**config.mk**
```make
export PLATFORM = sky130hd
export DESIGN_NAME = ooo_issue_window
export DESIGN_NICKNAME = d
export VERILOG_FILES = /design/src/rtl/sched_pkg.sv /design/src/rtl/sched_onehot.sv /design/src/rtl/sched_decode.sv /design/src/rtl/sched_hazard.sv /design/src/rtl/sched_select.sv /design/src/rtl/sched_busy.sv /design/src/rtl/ooo_issue_window.sv
export SDC_FILE = /design/constraint.sdc
export NUM_CORES = 1
export LEC_CHECK = 0
export ABC_AREA = 1
export BUFFER_PORTS_ARGS = -buffer_cell sky130_fd_sc_hd__buf_2
export CORE_MARGIN = 2
export CORE_UTILIZATION = 39
export CTS_BUF_LIST = sky130_fd_sc_hd__clkbuf_2 sky130_fd_sc_hd__clkbuf_4 sky130_fd_sc_hd__clkbuf_8
export DETAILED_ROUTE_END_ITERATION = 8
export PLACE_DENSITY_LB_ADDON = 0.12
export SETUP_SLACK_MARGIN = 0.15
export SLEW_MARGIN = 20
export SYNTH_ARGS = -nofsm -noshare
export SYNTH_HDL_FRONTEND = slang
export SYNTH_SLANG_ARGS = --single-unit
```
**constraint.sdc**
```tcl
create_clock -name clk -period 9.7 [get_ports clk]
set_input_delay 1.94 -clock clk [delete_from_list [all_inputs] [get_ports clk]]
set_output_delay 1.94 -clock clk [all_outputs]
set_load 0.02 [all_outputs]
```
**src/rtl/sched_pkg.sv**
```systemverilog
// Shared types for the issue window.
// Assumes nothing beyond the standard; holds only the pick classification.
package sched_pkg;
    typedef enum logic [1:0] {
        PICK_NONE   = 2'd0,
        PICK_OLDEST = 2'd1,
        PICK_BRANCH = 2'd2
    } pick_e;
endpackage

```
**src/rtl/sched_onehot.sv**
```systemverilog
// Binary-to-one-hot converter for a register field.
// Assumes idx < NREG; an inactive enable yields an all-zero mask.
module sched_onehot #(
    parameter int NREG = 8,
    parameter int AW   = $clog2(NREG)
) (
    input  logic [AW-1:0]   idx,
    input  logic            en,
    output logic [NREG-1:0] mask
);
    // One comparator per register column.
    for (genvar g = 0; g < NREG; g++) begin : g_bit
        assign mask[g] = en && (idx == AW'(g));
    end
endmodule

```
**src/rtl/sched_decode.sv**
```systemverilog
// Builds the read and write register masks of one offered instruction.
// Assumes a three-address format: two optional sources, one optional destination.
module sched_decode #(
    parameter int NREG = 8,
    parameter int AW   = $clog2(NREG)
) (
    input  logic            ra_en,
    input  logic [AW-1:0]   ra,
    input  logic            rb_en,
    input  logic [AW-1:0]   rb,
    input  logic            rd_en,
    input  logic [AW-1:0]   rd,
    output logic [NREG-1:0] src_mask,
    output logic [NREG-1:0] dst_mask
);
    logic [NREG-1:0] a_mask, b_mask;

    sched_onehot #(.NREG(NREG), .AW(AW)) u_ra (.idx(ra), .en(ra_en), .mask(a_mask));
    sched_onehot #(.NREG(NREG), .AW(AW)) u_rb (.idx(rb), .en(rb_en), .mask(b_mask));
    sched_onehot #(.NREG(NREG), .AW(AW)) u_rd (.idx(rd), .en(rd_en), .mask(dst_mask));

    // Both source fields share one read mask.
    assign src_mask = a_mask | b_mask;
endmodule

```
**src/rtl/sched_hazard.sv**
```systemverilog
// Per-row eligibility: pending-write check plus comparison with all older rows.
// Assumes row 0 is the oldest and that invalid rows carry no meaning.
module sched_hazard #(
    parameter int NREG  = 8,
    parameter int DEPTH = 4
) (
    input  logic [DEPTH-1:0] row_valid,
    input  logic [NREG-1:0]  row_src [DEPTH],
    input  logic [NREG-1:0]  row_dst [DEPTH],
    input  logic [NREG-1:0]  busy,
    input  logic             fu_ready,
    output logic [DEPTH-1:0] elig
);
    logic [NREG-1:0] above_wr  [DEPTH];
    logic [NREG-1:0] above_use [DEPTH];

    // Nothing lies above the oldest row.
    assign above_wr[0]  = '0;
    assign above_use[0] = '0;

    // Accumulate the columns written and touched by every older valid row.
    for (genvar g = 1; g < DEPTH; g++) begin : g_prefix
        assign above_wr[g]  = above_wr[g-1]  | (row_dst[g-1] & {NREG{row_valid[g-1]}});
        assign above_use[g] = above_use[g-1] |
                              ((row_src[g-1] | row_dst[g-1]) & {NREG{row_valid[g-1]}});
    end

    // A row may start only if no rule forbids it.
    for (genvar g = 0; g < DEPTH; g++) begin : g_elig
        assign elig[g] = row_valid[g] && fu_ready
                      && !(|((row_src[g] | row_dst[g]) & busy))
                      && !(|(row_src[g] & above_wr[g]))
                      && !(|(row_dst[g] & above_use[g]));
    end
endmodule

```
**src/rtl/sched_select.sv**
```systemverilog
// Chooses one eligible row: a branch first, otherwise the oldest.
// Assumes at most one branch row is present at a time.
module sched_select
    import sched_pkg::*;
#(
    parameter int DEPTH = 4,
    parameter int SW    = (DEPTH > 1) ? $clog2(DEPTH) : 1
) (
    input  logic [DEPTH-1:0] elig,
    input  logic [DEPTH-1:0] row_br,
    output logic [DEPTH-1:0] grant,
    output logic [SW-1:0]    slot,
    output logic             any
);
    pick_e kind;

    // Scan from youngest to oldest so the oldest eligible row wins, then let a branch override.
    always_comb begin
        kind = PICK_NONE;
        slot = '0;
        for (int i = DEPTH - 1; i >= 0; i--) begin
            if (elig[i]) begin
                kind = PICK_OLDEST;
                slot = SW'(i);
            end
        end
        for (int i = 0; i < DEPTH; i++) begin
            if (elig[i] && row_br[i]) begin
                kind = PICK_BRANCH;
                slot = SW'(i);
            end
        end
    end

    // One-hot grant for the chosen row.
    always_comb begin
        any   = (kind != PICK_NONE);
        grant = '0;
        if (any) grant[slot] = 1'b1;
    end
endmodule

```
**src/rtl/sched_busy.sv**
```systemverilog
// Pending-write vector: one bit per register.
// Assumes at most one completion per cycle; a same-cycle set overrides a clear.
module sched_busy #(
    parameter int NREG = 8,
    parameter int AW   = $clog2(NREG)
) (
    input  logic            clk,
    input  logic            rst_n,
    input  logic [NREG-1:0] set_mask,
    input  logic            clr_en,
    input  logic [AW-1:0]   clr_idx,
    output logic [NREG-1:0] busy
);
    logic [NREG-1:0] clr_mask;

    sched_onehot #(.NREG(NREG), .AW(AW)) u_clr (.idx(clr_idx), .en(clr_en), .mask(clr_mask));

    // Clear first, then set, so the set wins on the same bit.
    always_ff @(posedge clk) begin
        if (!rst_n) busy <= '0;
        else        busy <= (busy & ~clr_mask) | set_mask;
    end
endmodule

```
**src/rtl/ooo_issue_window.sv**
```systemverilog
// Issue window: stores decoded rows, picks one per cycle, compacts upward, refills at the bottom.
// Assumes the decoder holds its offer until dec_ready and that completions name pending registers.
module ooo_issue_window #(
    parameter int NREG  = 8,
    parameter int DEPTH = 4,
    parameter int PW    = 16,
    parameter int PCW   = 16,
    localparam int AW   = $clog2(NREG),
    localparam int SW   = (DEPTH > 1) ? $clog2(DEPTH) : 1
) (
    input  logic           clk,
    input  logic           rst_n,
    input  logic           dec_valid,
    input  logic           dec_jump,
    input  logic           dec_branch,
    input  logic           dec_ra_en,
    input  logic [AW-1:0]  dec_ra,
    input  logic           dec_rb_en,
    input  logic [AW-1:0]  dec_rb,
    input  logic           dec_rd_en,
    input  logic [AW-1:0]  dec_rd,
    input  logic [PCW-1:0] dec_target,
    input  logic [PW-1:0]  dec_payload,
    output logic           dec_ready,
    input  logic           fu_ready,
    input  logic           wb_valid,
    input  logic [AW-1:0]  wb_reg,
    output logic           issue_valid,
    output logic [SW-1:0]  issue_slot,
    output logic           issue_branch,
    output logic [PW-1:0]  issue_payload,
    output logic [PCW-1:0] fetch_pc
);
    localparam int CW = $clog2(DEPTH + 1);

    logic [DEPTH-1:0] row_valid, row_br, nxt_valid, nxt_br;
    logic [NREG-1:0]  row_src [DEPTH];
    logic [NREG-1:0]  row_dst [DEPTH];
    logic [PW-1:0]    row_pay [DEPTH];
    logic [NREG-1:0]  nxt_src [DEPTH];
    logic [NREG-1:0]  nxt_dst [DEPTH];
    logic [PW-1:0]    nxt_pay [DEPTH];

    logic [NREG-1:0]  dec_src, dec_dst, sel_src, sel_dst, busy;
    logic [DEPTH-1:0] elig, grant;
    logic [SW-1:0]    pick_slot;
    logic             pick_any;
    logic [CW-1:0]    occ, occ_after;
    logic             branch_pending, refill_hold, space, take_row, take_jump;

    sched_decode #(.NREG(NREG), .AW(AW)) u_dec (
        .ra_en(dec_ra_en), .ra(dec_ra), .rb_en(dec_rb_en), .rb(dec_rb),
        .rd_en(dec_rd_en), .rd(dec_rd), .src_mask(dec_src), .dst_mask(dec_dst)
    );

    sched_hazard #(.NREG(NREG), .DEPTH(DEPTH)) u_haz (
        .row_valid(row_valid), .row_src(row_src), .row_dst(row_dst),
        .busy(busy), .fu_ready(fu_ready), .elig(elig)
    );

    sched_select #(.DEPTH(DEPTH), .SW(SW)) u_sel (
        .elig(elig), .row_br(row_br), .grant(grant), .slot(pick_slot), .any(pick_any)
    );

    sched_busy #(.NREG(NREG), .AW(AW)) u_busy (
        .clk(clk), .rst_n(rst_n), .set_mask(sel_dst & {NREG{issue_valid}}),
        .clr_en(wb_valid), .clr_idx(wb_reg), .busy(busy)
    );

    // Issue outputs come straight from the chosen row.
    always_comb begin
        issue_valid   = pick_any;
        issue_slot    = pick_slot;
        issue_branch  = pick_any && row_br[pick_slot];
        issue_payload = row_pay[pick_slot];
        sel_src       = row_src[pick_slot];
        sel_dst       = row_dst[pick_slot];
    end

    // Count occupied rows before and after this cycle's removal.
    always_comb begin
        occ = '0;
        for (int r = 0; r < DEPTH; r++) occ = occ + CW'(row_valid[r]);
        occ_after = occ - CW'(issue_valid);
    end

    // Accept decision: space at the bottom and no branch holding refill.
    always_comb begin
        branch_pending = |(row_valid & row_br);
        refill_hold    = branch_pending && !(issue_valid && issue_branch);
        space          = occ_after < CW'(DEPTH);
        dec_ready      = !refill_hold && (dec_jump || space);
        take_row       = dec_valid && dec_ready && !dec_jump;
        take_jump      = dec_valid && dec_ready && dec_jump;
    end

    // Close the gap left by the issued row, then place the accepted instruction.
    always_comb begin
        for (int r = 0; r < DEPTH; r++) begin
            int from;
            from = (issue_valid && r >= int'(issue_slot)) ? r + 1 : r;
            if (from < DEPTH) begin
                nxt_valid[r] = row_valid[from];
                nxt_br[r]    = row_br[from];
                nxt_src[r]   = row_src[from];
                nxt_dst[r]   = row_dst[from];
                nxt_pay[r]   = row_pay[from];
            end else begin
                nxt_valid[r] = 1'b0;
                nxt_br[r]    = 1'b0;
                nxt_src[r]   = '0;
                nxt_dst[r]   = '0;
                nxt_pay[r]   = '0;
            end
            if (take_row && occ_after == CW'(r)) begin
                nxt_valid[r] = 1'b1;
                nxt_br[r]    = dec_branch;
                nxt_src[r]   = dec_src;
                nxt_dst[r]   = dec_dst;
                nxt_pay[r]   = dec_payload;
            end
        end
    end

    // Window storage register.
    always_ff @(posedge clk) begin
        if (!rst_n) begin
            row_valid <= '0;
            row_br    <= '0;
            for (int r = 0; r < DEPTH; r++) begin
                row_src[r] <= '0;
                row_dst[r] <= '0;
                row_pay[r] <= '0;
            end
        end else begin
            row_valid <= nxt_valid;
            row_br    <= nxt_br;
            for (int r = 0; r < DEPTH; r++) begin
                row_src[r] <= nxt_src[r];
                row_dst[r] <= nxt_dst[r];
                row_pay[r] <= nxt_pay[r];
            end
        end
    end

    // Fetch counter: jumps reload it, accepted rows advance it.
    always_ff @(posedge clk) begin
        if (!rst_n)         fetch_pc <= '0;
        else if (take_jump) fetch_pc <= dec_target;
        else if (take_row)  fetch_pc <= fetch_pc + PCW'(1);
    end
endmodule

```
==> results of run 1 <==
-- layout by cell type (no fill, tap or decap), types with 2 or more instances in the layout --
cell	instances
a21oi_1	169
a31oi_1	12
a32oi_1	16
and3_1	2
buf_2	90
buf_4	17
bufinv_16	2
clkbuf_8	17
clkinv_1	2
clkinv_2	2
dfxtp_1	160
fa_1	2
ha_1	3
inv_1	139
inv_2	6
inv_6	5
inv_8	4
nand2_1	651
nand2_2	7
nand3_1	273
nand3_2	2
nand3b_1	3
nand4_1	14
nor2_1	86
nor2_2	3
nor3_1	9
nor3_2	2
o21a_1	3
o21ai_0	41
o21ai_1	15
o22ai_1	8
xnor2_1	3
xor2_1	8
-- cells by family (layout without fill, tap and decap cells) --
kind of cell	after synthesis	after routing
flops	160	160
buf+inv	255	286
simple gates	1058	1058
compound gates	265	265
fa+ha+maj	5	5
xor+xnor	11	11
-- metal layers --
layer	global-route usage [%]	share of wire (%)
met1	37.0	45
met2	43.6	46
met3	3.07	6.9
met4	7.76	2.1
met5	0	0
-- layout make-up --
| cell class | instances | area share, % |
|---|---|---|
| clock buffers | 17 | 2.08 |
| clock inverters | 14 | 1.48 |
| inverters | 148 | 4.97 |
| multi-input cells | 1339 | 54.1 |
| flip-flops and latches | 160 | 28.5 |
| well taps | 335 | 3.73 |
| repair buffers | 107 | 5.15 |
-- state kept, by name (all words and copies together), names as in the netlist --
signal / flops
u_busy.busy: 8
row_dst: 32
row_br: 4
row_valid: 4
row_pay: 64
row_src: 32
fetch_pc: 16
-- power by group --
| part | total (mW) | switching [mW] | internal, mW |
|---|---|---|---|
| logic | 1.65 | 1.20 | 0.451 |
| clock network | 0.540 | 0.302 | 0.238 |
| registers | 1.05 | 0.212 | 0.837 |
-- worst max-delay path by stage --
stage	from	end	slack (ns)	cells after the start
CTS	fu_ready	dec_ready	2.17	23
finish	fu_ready	dec_ready	2.10	23
global route	fu_ready	dec_ready	1.84	23
floorplan	fu_ready	dec_ready	2.90	22
global placement	fu_ready	dec_ready	2.22	23
detailed placement	fu_ready	dec_ready	2.17	23
-- critical path: cells and delay by family --
kind / cells / cell delay, ns
and+or+nand+nor: 13 / 1.89
adders and majority gates: 4 / 1.27
buffers and inverters: 6 / 0.54
-- metrics by stage --
stage	hold slack, ns	total power [mW]	utilization, %
floorplan	0.461	2.19	-
global placement	0.473	2.68	41.6
detailed placement	0.477	2.69	41.6
CTS	0.492	3.23	43.1
global route	0.505	3.47	43.1
finish	0.489	3.24	43.1
==> results.txt, run 1 <==
status: finished, final reports clean
Crit-path slowest cell: fa_1
# DRC: 0
Yosys reg bits: 160
Post-synth top flop: dfxtp_1
Post-Syn Area: 0.0104 sq mm
GRT Overall Usage: 26.7%
DPL Wire Length: 24,100 um
Async SR Flop Fraction: 0%
Post-Layout Inst Area: 0.0112 sq mm
crit start category: input port
Fmax: 0.132 GHz
Leak: 4.99 nW
pwr dens: 288 mW/mm^2
Crit path top cell by count: nand2_1
Synth Warn #: 0
Worst Path Required: 7.76 ns
normalized max-slew margin: 30.8%
setup violators final: 0
Inst Count DP: 2,089
post-synth top area cell: dfxtp_1
VDD IR max: 147 uV
Hold Fails Final Rpt: 0
post-cts resize count: 0
CP max FO: 12
Reg area: 0.00320 sq mm
xor/xnor share of the synthesized area: 0.930%
Post-DP Area: 0.0108 sq mm
Post-synth EDFFs: 0
most frequent cell after synthesis: nand2_1
Finished Layout Cells: 2,120
CTS tree: done
n_diodes: 0
Antenna Nets Post-Route: 0
Port Buffers: 90
detailed-route wire length: 37,500 um
Root Driver: clkbuf_8
Chip Height: 167 um
Unique masters post-synth: 36
Simple-Gate Fraction of Synth Area: 43.0%
H-tree Lvls: 4
Vias/cell: 5.46
first-pass GRT wire length: 59,600 um
Setup WS post-layout: 2.10 ns
grt total ovfl: 0
final period utilization: 78.4%
crit end category: output port
clk_skew: 0.0303 ns
Worst EP arrival: 5.66 ns
pin count of the biggest net entering global routing: 92
Syn Nets: 1,813
Final Max Slew Viols: 0
Initial Util: 39.8%
Multi-input gate area: 0.00608 sq mm
largest cells by area after synthesis: dfxtp_1 31%, nand2_1 24%, nand3_1 13%
origin of the critical flop-to-flop path: row_valid[2]
CTS Buf Count: 17
RD Place Congestion: 0.949
Slew @ Worst Pin: 1.04 ns
Num Clock Sinks: 160
Die Wd: 167 um
min Tclk post-route: 7.60 ns
post-synthesis mux area share: 0%
Place WS: 2.17 ns
largest family of logic cells by synthesized area: simple AND/OR/NAND/NOR gates
average size of a mapped cell: 5.91 sq um
FF-to-FF setup slack: 3.15 ns
Hold EP: row_pay[0][9]
Hold Path Depth: 2
synth cell count leaders: 652 x nand2_1, 273 x nand3_1, 169 x a21oi_1
# Post-CTS Setup Buffers: 0
drt pass-1 iters: 5
Layout Nets: 1,832
CP cell instances: buf_2, nand2_1, inv_1, nand2_1, nor2_1, nand2_1, nor2_1, nand2_1, nor2_1, nor2_1, nand3_1, ha_1, fa_1, inv_1, ha_1, inv_1, fa_1, or2_2, nand2_1, nand2_1, nand2_1, inv_1, buf_2
worst-case reg-to-reg path depth: 25
Vias: 11,600
die area: 0.0279 sq mm
initial antenna violation count: 0
sequential fraction of the synthesis area: 30.9%
Worst-path clk slew: 0.10 ns
Tightest Hold Check Type: reg -> reg
Hold-fix buffers, CTS: 0
Routed WL per cell: 17.7 um
slowest stage delay, CP: 0.44 ns
filler cell count: 2,923
RSZ-0062 raised after global routing: false
worst reg2reg endpoint: row_pay[2][3]
Clk Latency, worst-skew pair: 0.48 ns
cell count after synthesis: 1,754
number of global-route vias before repair: 10,600
Synth top area share: 30.9%
Cell Rows: 59
post-synthesis compound-gate area fraction: 13.7%
DRT iter0 DRCs: 1,216
crit path kind: in -> out
layout cells sized above 1: 9.19%
core area: 0.0261 sq mm
Syn-to-layout area delta: 8.42%
max-cap viol count: 0
Clock Tree Buf Depth: 2
Hold Crit Start: row_pay[0][9]
setup TNS: 0 ns
Adder-Cell Fraction of Synth Area: 0.749%
num ports: 91
Note: power is estimated with default switching activity, not from simulation.
==> inputs of run 2 (changes only) <==
ABC_AREA = 0   (was 1)
clock period = 6.2 ns   (was 9.7 ns; I/O delays follow)
==> run 2 against run 1 <==
- combinational power is essentially flat
- largest power group unchanged
- clock power rose by 53%
- power increased by 27%
- register-to-register slack lost 2.3 ns
- sequential share of layout area rose by 1.9 points
- synthesized cell count down 36%
- non-clock buffer count grew 4
- final area decreased by 6.2%
- largest cell class unchanged
- critical path depth shrank 6
- clock-buffer cell count is 4 higher
- synthesized area decreased by 8.0%
- flip-flop and latch count is the same
==> results.txt, run 2 <==
crit start category: register (was input port)
status: finished, final reports clean (unchanged)
largest register by flop count: row_pay (unchanged)
Inst Count DP: 1,466 (was 2,089)
Crit path top cell by count: inv_1 (was nand2_1)
largest cells by area after synthesis: dfxtp_1 34%, mux2i_1 13%, a21oi_1 6.7% (was dfxtp_1 31%, nand2_1 24%, nand3_1 13%)
Synth top area share: 33.6% (was 30.9%)
num ports: 91 (unchanged)
die area: 0.0257 sq mm (was 0.0279 sq mm)
number of global-route vias before repair: 8,010 (was 10,600)
cell count after synthesis: 1,118 (was 1,754)
Final Max Slew Viols: 0 (unchanged)
setup TNS: 0 ns (unchanged)
first-pass GRT wire length: 46,700 um (was 59,600 um)
Cell Rows: 57 (was 59)
Reg area: 0.00321 sq mm (was 0.00320 sq mm)
CP cell instances: o21a_1, o21a_1, a2111o_1, nand2b_1, nor3_4, nor3_4, inv_1, ha_1, fa_1, inv_1, ha_1, inv_1, fa_1, xor2_1, nor2_1, a41oi_1, buf_2 (was buf_2, nand2_1, inv_1, nand2_1, nor2_1, nand2_1, nor2_1, nand2_1, nor2_1, nor2_1, nand3_1, ha_1, fa_1, inv_1, ha_1, inv_1, fa_1, or2_2, nand2_1, nand2_1, nand2_1, inv_1, buf_2)
worst-case reg-to-reg path depth: 20 (was 25)
Die Wd: 160 um (was 167 um)
filler cell count: 2,477 (was 2,923)
CTS tree: done (unchanged)
worst reg2reg endpoint: row_src[19] (was row_pay[2][3])
DPL Wire Length: 19,600 um (was 24,100 um)
CTS Buf Count: 17 (unchanged)
Post-DP Area: 0.0101 sq mm (was 0.0108 sq mm)
switching fraction of total power: 43.5% (was 52.9%)
Unique masters post-synth: 71 (was 36)
Crit-path slowest cell: dfxtp_1 (was fa_1)
pin count of the biggest net entering global routing: 73 (was 92)
max-cap viol count: 0 (unchanged)
RD Place Congestion: 0.937 (was 0.949)
Routed WL per cell: 19.8 um (was 17.7 um)
Syn Nets: 1,177 (was 1,813)
RSZ-0062 raised after global routing: false (unchanged)
Multi-input gate area: 0.00578 sq mm (was 0.00608 sq mm)
sequential fraction of the synthesis area: 33.6% (was 30.9%)
Fmax: 0.174 GHz
cell-internal power: 2.32 mW (was 1.53 mW)
Post-synth top flop: dfxtp_1 (unchanged)
Leak: 4.54 nW (was 4.99 nW)
synth cell count leaders: 160 x dfxtp_1, 127 x a21oi_1, 120 x mux2i_1 (was 652 x nand2_1, 273 x nand3_1, 169 x a21oi_1)
detailed-route wire length: 29,700 um (was 37,500 um)
drt pass-1 iters: 6 (was 5)
Worst Setup SP: row_dst[28] (was fu_ready)
setup violators final: 0 (unchanged)
Root Driver: clkbuf_8 (unchanged)
Antenna Nets Post-Route: 0 (unchanged)
Syn-to-layout area delta: 10.6% (was 8.42%)
top sig layer: met4 (unchanged)
min Tclk post-route: 5.73 ns
Async SR Flop Fraction: 0% (unchanged)
Num Clock Sinks: 160 (unchanged)
most frequent cells in the layout: 158 x dfxtp_1, 127 x a21oi_1, 120 x mux2i_1 (was 651 x nand2_1, 273 x nand3_1, 169 x a21oi_1)
Setup WS post-layout: 0.467 ns (was 2.10 ns)
Clk Latency, worst-skew pair: 0.47 ns (was 0.48 ns)
FF-to-FF setup slack: 0.85 ns (was 3.15 ns)
core area: 0.0242 sq mm (was 0.0261 sq mm)
final period utilization: 92.5%
average size of a mapped cell: 8.53 sq um (was 5.91 sq um)
normalized max-slew margin: 42.9% (was 30.8%)
Clk pwr share: 20.1% (was 16.7%)
crit path kind: reg -> out (was in -> out)
Post-Syn Area: 0.00954 sq mm (was 0.0104 sq mm)
Hold Fails Final Rpt: 0 (unchanged)
NetSw: 1.78 mW (was 1.71 mW)
Clock Tree Buf Depth: 2 (unchanged)
wire length on met3: 1770 um (was 2580 um)
VDD IR max: 190 uV (was 147 uV)
CP max FO: 7 (was 12)
Synth Warn #: 0 (unchanged)
sequential share of power: 38.8% (was 32.4%)
Place WS: 0.341 ns (was 2.17 ns)
crit end category: output port (unchanged)
pwr dens: 389 mW/mm^2 (was 288 mW/mm^2)
DRT iter0 DRCs: 736 (was 1,216)
Worst-path clk slew: 0.10 ns (about the same)
Vias: 8,728 (was 11,600)
Hold Crit Start: row_pay[3][1] (was row_pay[0][9])
post-synth top area cell: dfxtp_1 (unchanged)
commonest non-fill, non-tap cell in the layout: dfxtp_1 (was nand2_1)
Initial Util: 39.4% (was 39.8%)
Post-Layout Inst Area: 0.0105 sq mm (was 0.0112 sq mm)
layout cells sized above 1: 20.5% (was 9.19%)
Layout Nets: 1,220 (was 1,832)
clk_skew: 0.0168 ns (was 0.0303 ns)
metal1 wirelength: 14,600 um (was 16,900 um)
Final Util: 43.6% (was 43.1%)
initial antenna violation count: 0 (unchanged)
end of the critical path: dec_ready (unchanged)
# DRC: 0 (unchanged)
Vias/cell: 5.83 (was 5.46)
grt total ovfl: 0 (unchanged)
Worst EP arrival: 4.49 ns (was 5.66 ns)
most frequent cell after synthesis: dfxtp_1 (was nand2_1)
Tightest Hold Check Type: reg -> reg (unchanged)
Finished Layout Cells: 1,497 (was 2,120)
n_diodes: 0 (unchanged)
slowest stage delay, CP: 0.43 ns (was 0.44 ns)
Slew @ Worst Pin: 0.850 ns (was 1.04 ns)
H-tree Lvls: 4 (unchanged)
origin of the critical flop-to-flop path: row_dst[28] (was row_valid[2])
GRT Overall Usage: 22.8% (was 26.7%)
max reg flops: 64 (unchanged)
met2 wire len: 13,000 um (was 17,300 um)
Comb power frac: 41.0% (was 50.9%)
Port Buffers: 90 (unchanged)
Hold-fix buffers, CTS: 0 (unchanged)
Worst Path Required: 4.96 ns (was 7.76 ns)
Yosys reg bits: 160 (unchanged)
Post-synth EDFFs: 0 (unchanged)
Regs by FF count: row_pay (64), row_dst (32), row_src (32) (unchanged)
Chip Height: 160 um (was 167 um)
## run 2: changes by cell type in the layout (fill, tap and decap cells not counted), sizes merged, moves of 15 or more
cell,change
nand3,-229
o21ai,+66
mux2i,+120
nand2,-590
mux2,+27
a211oi,+40
nand2b,+15
inv,-120
o2bb2ai,+16
a21oi,-42
## run 2: cell families after synthesis
family / Yosys count / synth area share (%)
mux: 147 / 15.8
fa+ha+maj: 5 / 0.814
simple gates: 282 / 14.4
compound gates: 404 / 28.9
buf+inv: 119 / 6.40
flops: 160 / 33.6
xor+xnor: 1 / 0.0919
## run 2: area by class of cell
cell class	instances	area share, %
Multi-Input combinational cell	839	54.8
Clock buffer	21	2.62
Inverter	32	1.15
Clock inverter	10	1.21
Timing Repair Buffer	111	5.89
Sequential cell	160	30.4
Tap cell	324	3.85
## run 2: worst min-delay path by stage
stage / to / slack (ns) / cells after the start
finish: row_pay[3][1] / 0.48 / 2
global route: row_pay[3][1] / 0.51 / 2
CTS: row_pay[3][1] / 0.48 / 2
detailed placement: row_pay[3][1] / 0.47 / 2
global placement: row_pay[3][1] / 0.47 / 2
floorplan: row_pay[3][0] / 0.46 / 2
## run 2: layer usage
metal / GRT usage (%) / up-vias
met5: 0 / -
met4: 5.28 / 0
met3: 3.69 / 36
met2: 35.0 / 297
met1: 33.6 / 4144
li1: - / 4251
## run 2: metrics by stage
step / hold WS, ns / power, mW
2_1_floorplan: 0.456 / 2.83
5_1_grt: 0.510 / 4.33
4_1_cts: 0.481 / 4.11
3_3_place_gp: 0.467 / 3.27
3_5_place_dp: 0.468 / 3.28
6_report: 0.479 / 4.10
## run 2: timing repair
| item | CTS | global route |
|---|---|---|
| endpoints found under the setup margin | 1 | 1 |
| resized for setup | 1 | 4 |
| pin swaps | 0 | 1 |
| buffers inserted | 0 | 0 |
## run 2: worst max-delay path, delay by kind of cell, from the launching register on
| kind | cells | cell delay, ns |
|---|---|---|
| compound gates | 4 | 1.01 |
| xor+xnor | 1 | 0.20 |
| fa+ha+maj | 4 | 1.19 |
| buf+inv | 4 | 0.44 |
| flops | 1 | 0.43 |
| simple gates | 4 | 0.75 |
## run 2: power by group through the flow
stage	clock network, mW	registers (mW)	logic, mW
3_5_place_dp	0	1.60	1.68
3_3_place_gp	0	1.59	1.67
6_report	0.825	1.59	1.68
5_1_grt	0.878	1.62	1.83
2_1_floorplan	0	1.45	1.38
4_1_cts	0.844	1.57	1.69
==> inputs of run 3 (changes only) <==
ABC_CLOCK_PERIOD_IN_PS = 6200   (was not set)
REMOVE_ABC_BUFFERS = 1   (was not set)
==> run 3 against run 2 <==
- sequential share of layout area hardly changed
- largest cell class unchanged
- critical endpoint unchanged
- non-clock buffer count shrank 2
- maximum frequency shrank 0.91%
- clock power is 3.4% lower
- flip-flop and latch count stayed put
- critical path type unchanged
- largest power group unchanged
==> results.txt, run 3 (same netlist as run 2, synthesis figures left out) <==
Comb power frac: 41.5% (was 41.0%)
Die Wd: 160 um (unchanged)
VDD IR max: 205 uV (was 190 uV)
grt total ovfl: 0 (unchanged)
Post-DP Area: 0.0101 sq mm (about the same)
RD Place Congestion: 0.897 (was 0.937)
Vias: 8,603 (was 8,728)
Routed WL per cell: 19.6 um (was 19.8 um)
pin count of the biggest net entering global routing: 73 (unchanged)
crit start category: register (unchanged)
Slew @ Worst Pin: 0.877 ns (was 0.850 ns)
Hold Path Depth: 2 (unchanged)
Fmax: 0.173 GHz (was 0.174 GHz)
commonest non-fill, non-tap cell in the layout: dfxtp_1 (unchanged)
Num Clock Sinks: 160 (unchanged)
GRT Overall Usage: 23.0% (was 22.8%)
pwr dens: 386 mW/mm^2 (was 389 mW/mm^2)
min Tclk post-route: 5.79 ns (was 5.73 ns)
most frequent cells in the layout: 157 x dfxtp_1, 127 x a21oi_1, 120 x mux2i_1 (was 158 x dfxtp_1, 127 x a21oi_1, 120 x mux2i_1)
Place WS: 0.349 ns (was 0.341 ns)
Clk pwr share: 19.6% (was 20.1%)
Hold EP: row_pay[3][12] (was row_pay[3][1])
Regs by FF count: row_pay (64), row_dst (32), row_src (32) (unchanged)
Clk Latency, worst-skew pair: 0.47 ns (about the same)
H-tree Lvls: 4 (unchanged)
Final Util: 43.5% (was 43.6%)
CTS Buf Count: 17 (unchanged)
n_diodes: 0 (unchanged)
CP max FO: 23 (was 7)
Hold Crit Start: row_pay[3][12] (was row_pay[3][1])
Layout Nets: 1,218 (was 1,220)
initial antenna violation count: 0 (unchanged)
Worst Path Required: 4.96 ns (about the same)
Worst-path clk slew: 0.10 ns (about the same)
drt pass-1 iters: 5 (was 6)
Root Driver: clkbuf_8 (unchanged)
Post-Layout Inst Area: 0.0105 sq mm (about the same)
Hold Fails Final Rpt: 0 (unchanged)
max reg flops: 64 (unchanged)
Reg area: 0.00321 sq mm (about the same)
max-cap viol count: 0 (unchanged)
Leak: 4.53 nW (was 4.54 nW)
Tot Pwr: 4.06 mW (was 4.10 mW)
switching fraction of total power: 44.0% (was 43.5%)
filler cell count: 2,440 (was 2,477)
Syn-to-layout area delta: 10.4% (was 10.6%)
NetSw: 1.79 mW (was 1.78 mW)
Multi-input gate area: 0.00578 sq mm (about the same)
Hold WS: 0.487 ns (was 0.479 ns)
origin of the critical flop-to-flop path: row_valid[0] (was row_dst[28])
die area: 0.0257 sq mm (unchanged)
CTS tree: done (unchanged)
Inst Count DP: 1,464 (was 1,466)
FF-to-FF setup slack: 0.81 ns (was 0.85 ns)
DRT iter0 DRCs: 665 (was 736)
Finished Layout Cells: 1,496 (was 1,497)
Final Max Slew Viols: 0 (unchanged)
setup violators final: 0 (unchanged)
DPL Wire Length: 19,600 um (about the same)
clk_skew: 0.0162 ns (was 0.0168 ns)
Tightest Hold Check Type: reg -> reg (unchanged)
number of global-route vias before repair: 8,157 (was 8,010)
status: finished, final reports clean (unchanged)
Initial Util: 39.4% (unchanged)
core area: 0.0242 sq mm (unchanged)
largest register by flop count: row_pay (unchanged)
worst reg2reg endpoint: row_dst[26] (was row_src[19])
crit end category: output port (unchanged)
Hold-fix buffers, CTS: 0 (unchanged)
normalized max-slew margin: 41.3% (was 42.9%)
Chip Height: 160 um (unchanged)
cell-internal power: 2.27 mW (was 2.32 mW)
sequential share of power: 38.9% (was 38.8%)
worst-case reg-to-reg path depth: 19 (was 20)
Port Buffers: 90 (unchanged)
Setup WS post-layout: 0.414 ns (was 0.467 ns)
layout cells sized above 1: 20.5% (about the same)
detailed-route wire length: 29,300 um (was 29,700 um)
Worst EP arrival: 4.55 ns (was 4.49 ns)
RSZ-0062 raised after global routing: false (unchanged)
final period utilization: 93.3% (was 92.5%)
Antenna Nets Post-Route: 0 (unchanged)
# DRC: 0 (unchanged)
setup TNS: 0 ns (unchanged)
num ports: 91 (unchanged)
Clock Tree Buf Depth: 2 (unchanged)
first-pass GRT wire length: 46,900 um (was 46,700 um)
Vias/cell: 5.75 (was 5.83)
Cell Rows: 57 (unchanged)
crit path kind: reg -> out (unchanged)
-- run 3: cell types whose count changed in the layout (fill, tap and decap cells not counted), moves of 2 or more --
| cell | before | now |
|---|---|---|
| buf_4 | 20 | 17 |
| dfxtp_2 | 1 | 3 |
| inv_6 | 3 | 5 |
| inv_8 | 1 | 3 |
-- run 3: layer usage --
| layer | global-route usage, % | part of all wire [%] | vias to the layer above |
|---|---|---|---|
| met5 | 0 | 0 | - |
| met4 | 5.77 | 1.4 | 0 |
| met3 | 3.38 | 4.6 | 27 |
| met2 | 37.0 | 46 | 224 |
| met1 | 32.3 | 48 | 4119 |
| li1 | - | - | 4233 |
-- run 3: worst max-delay path, stage by stage (launching register included) --
cell	delay, ns
dfxtp_2	0.47
a22o_1	0.29
a22oi_1	0.22
nand4_1	0.16
nor2_1	0.36
and4_1	0.38
nor3_4	0.07
inv_1	0.13
ha_1	0.26
fa_1	0.43
inv_1	0.06
ha_1	0.13
inv_1	0.05
fa_1	0.38
xor2_1	0.21
nor2_1	0.10
a41oi_1	0.19
buf_2	0.20
-- run 3: timing repair --
action | in CTS | in global routing
buffers inserted | 0 | 0
resized for setup | 0 | 4
endpoints found under the setup margin | 0 | 4
-- run 3: layout make-up --
class	count	area share, %
multi-input combinational	839	54.9
sequential	160	30.5
timing repair buffer	109	5.87
tap	324	3.85
clock buffer	19	2.42
clock inverter	13	1.33
inverter	32	1.15
-- run 3: power by group through the flow --
stage,clock [mW],combinational (mW),sequential [mW]
floorplan,0,1.23,1.49
global placement,0,1.68,1.59
detailed placement,0,1.70,1.59
CTS,0.815,1.70,1.56
global route,0.861,1.84,1.61
finish,0.797,1.68,1.58
-- run 3: worst max path at each step --
stage                            start      endpoint  slack, ns  cells past startpoint
after floorplan               fu_ready  row_valid[0]      -1.66                      8
after global placement        fu_ready     dec_ready       0.50                     17
after detailed placement      fu_ready   row_dst[26]       0.35                     19
after CTS                 row_valid[0]     dec_ready       0.16                     17
after global routing      row_valid[1]     dec_ready       0.13                     17
final                     row_valid[0]     dec_ready       0.41                     17
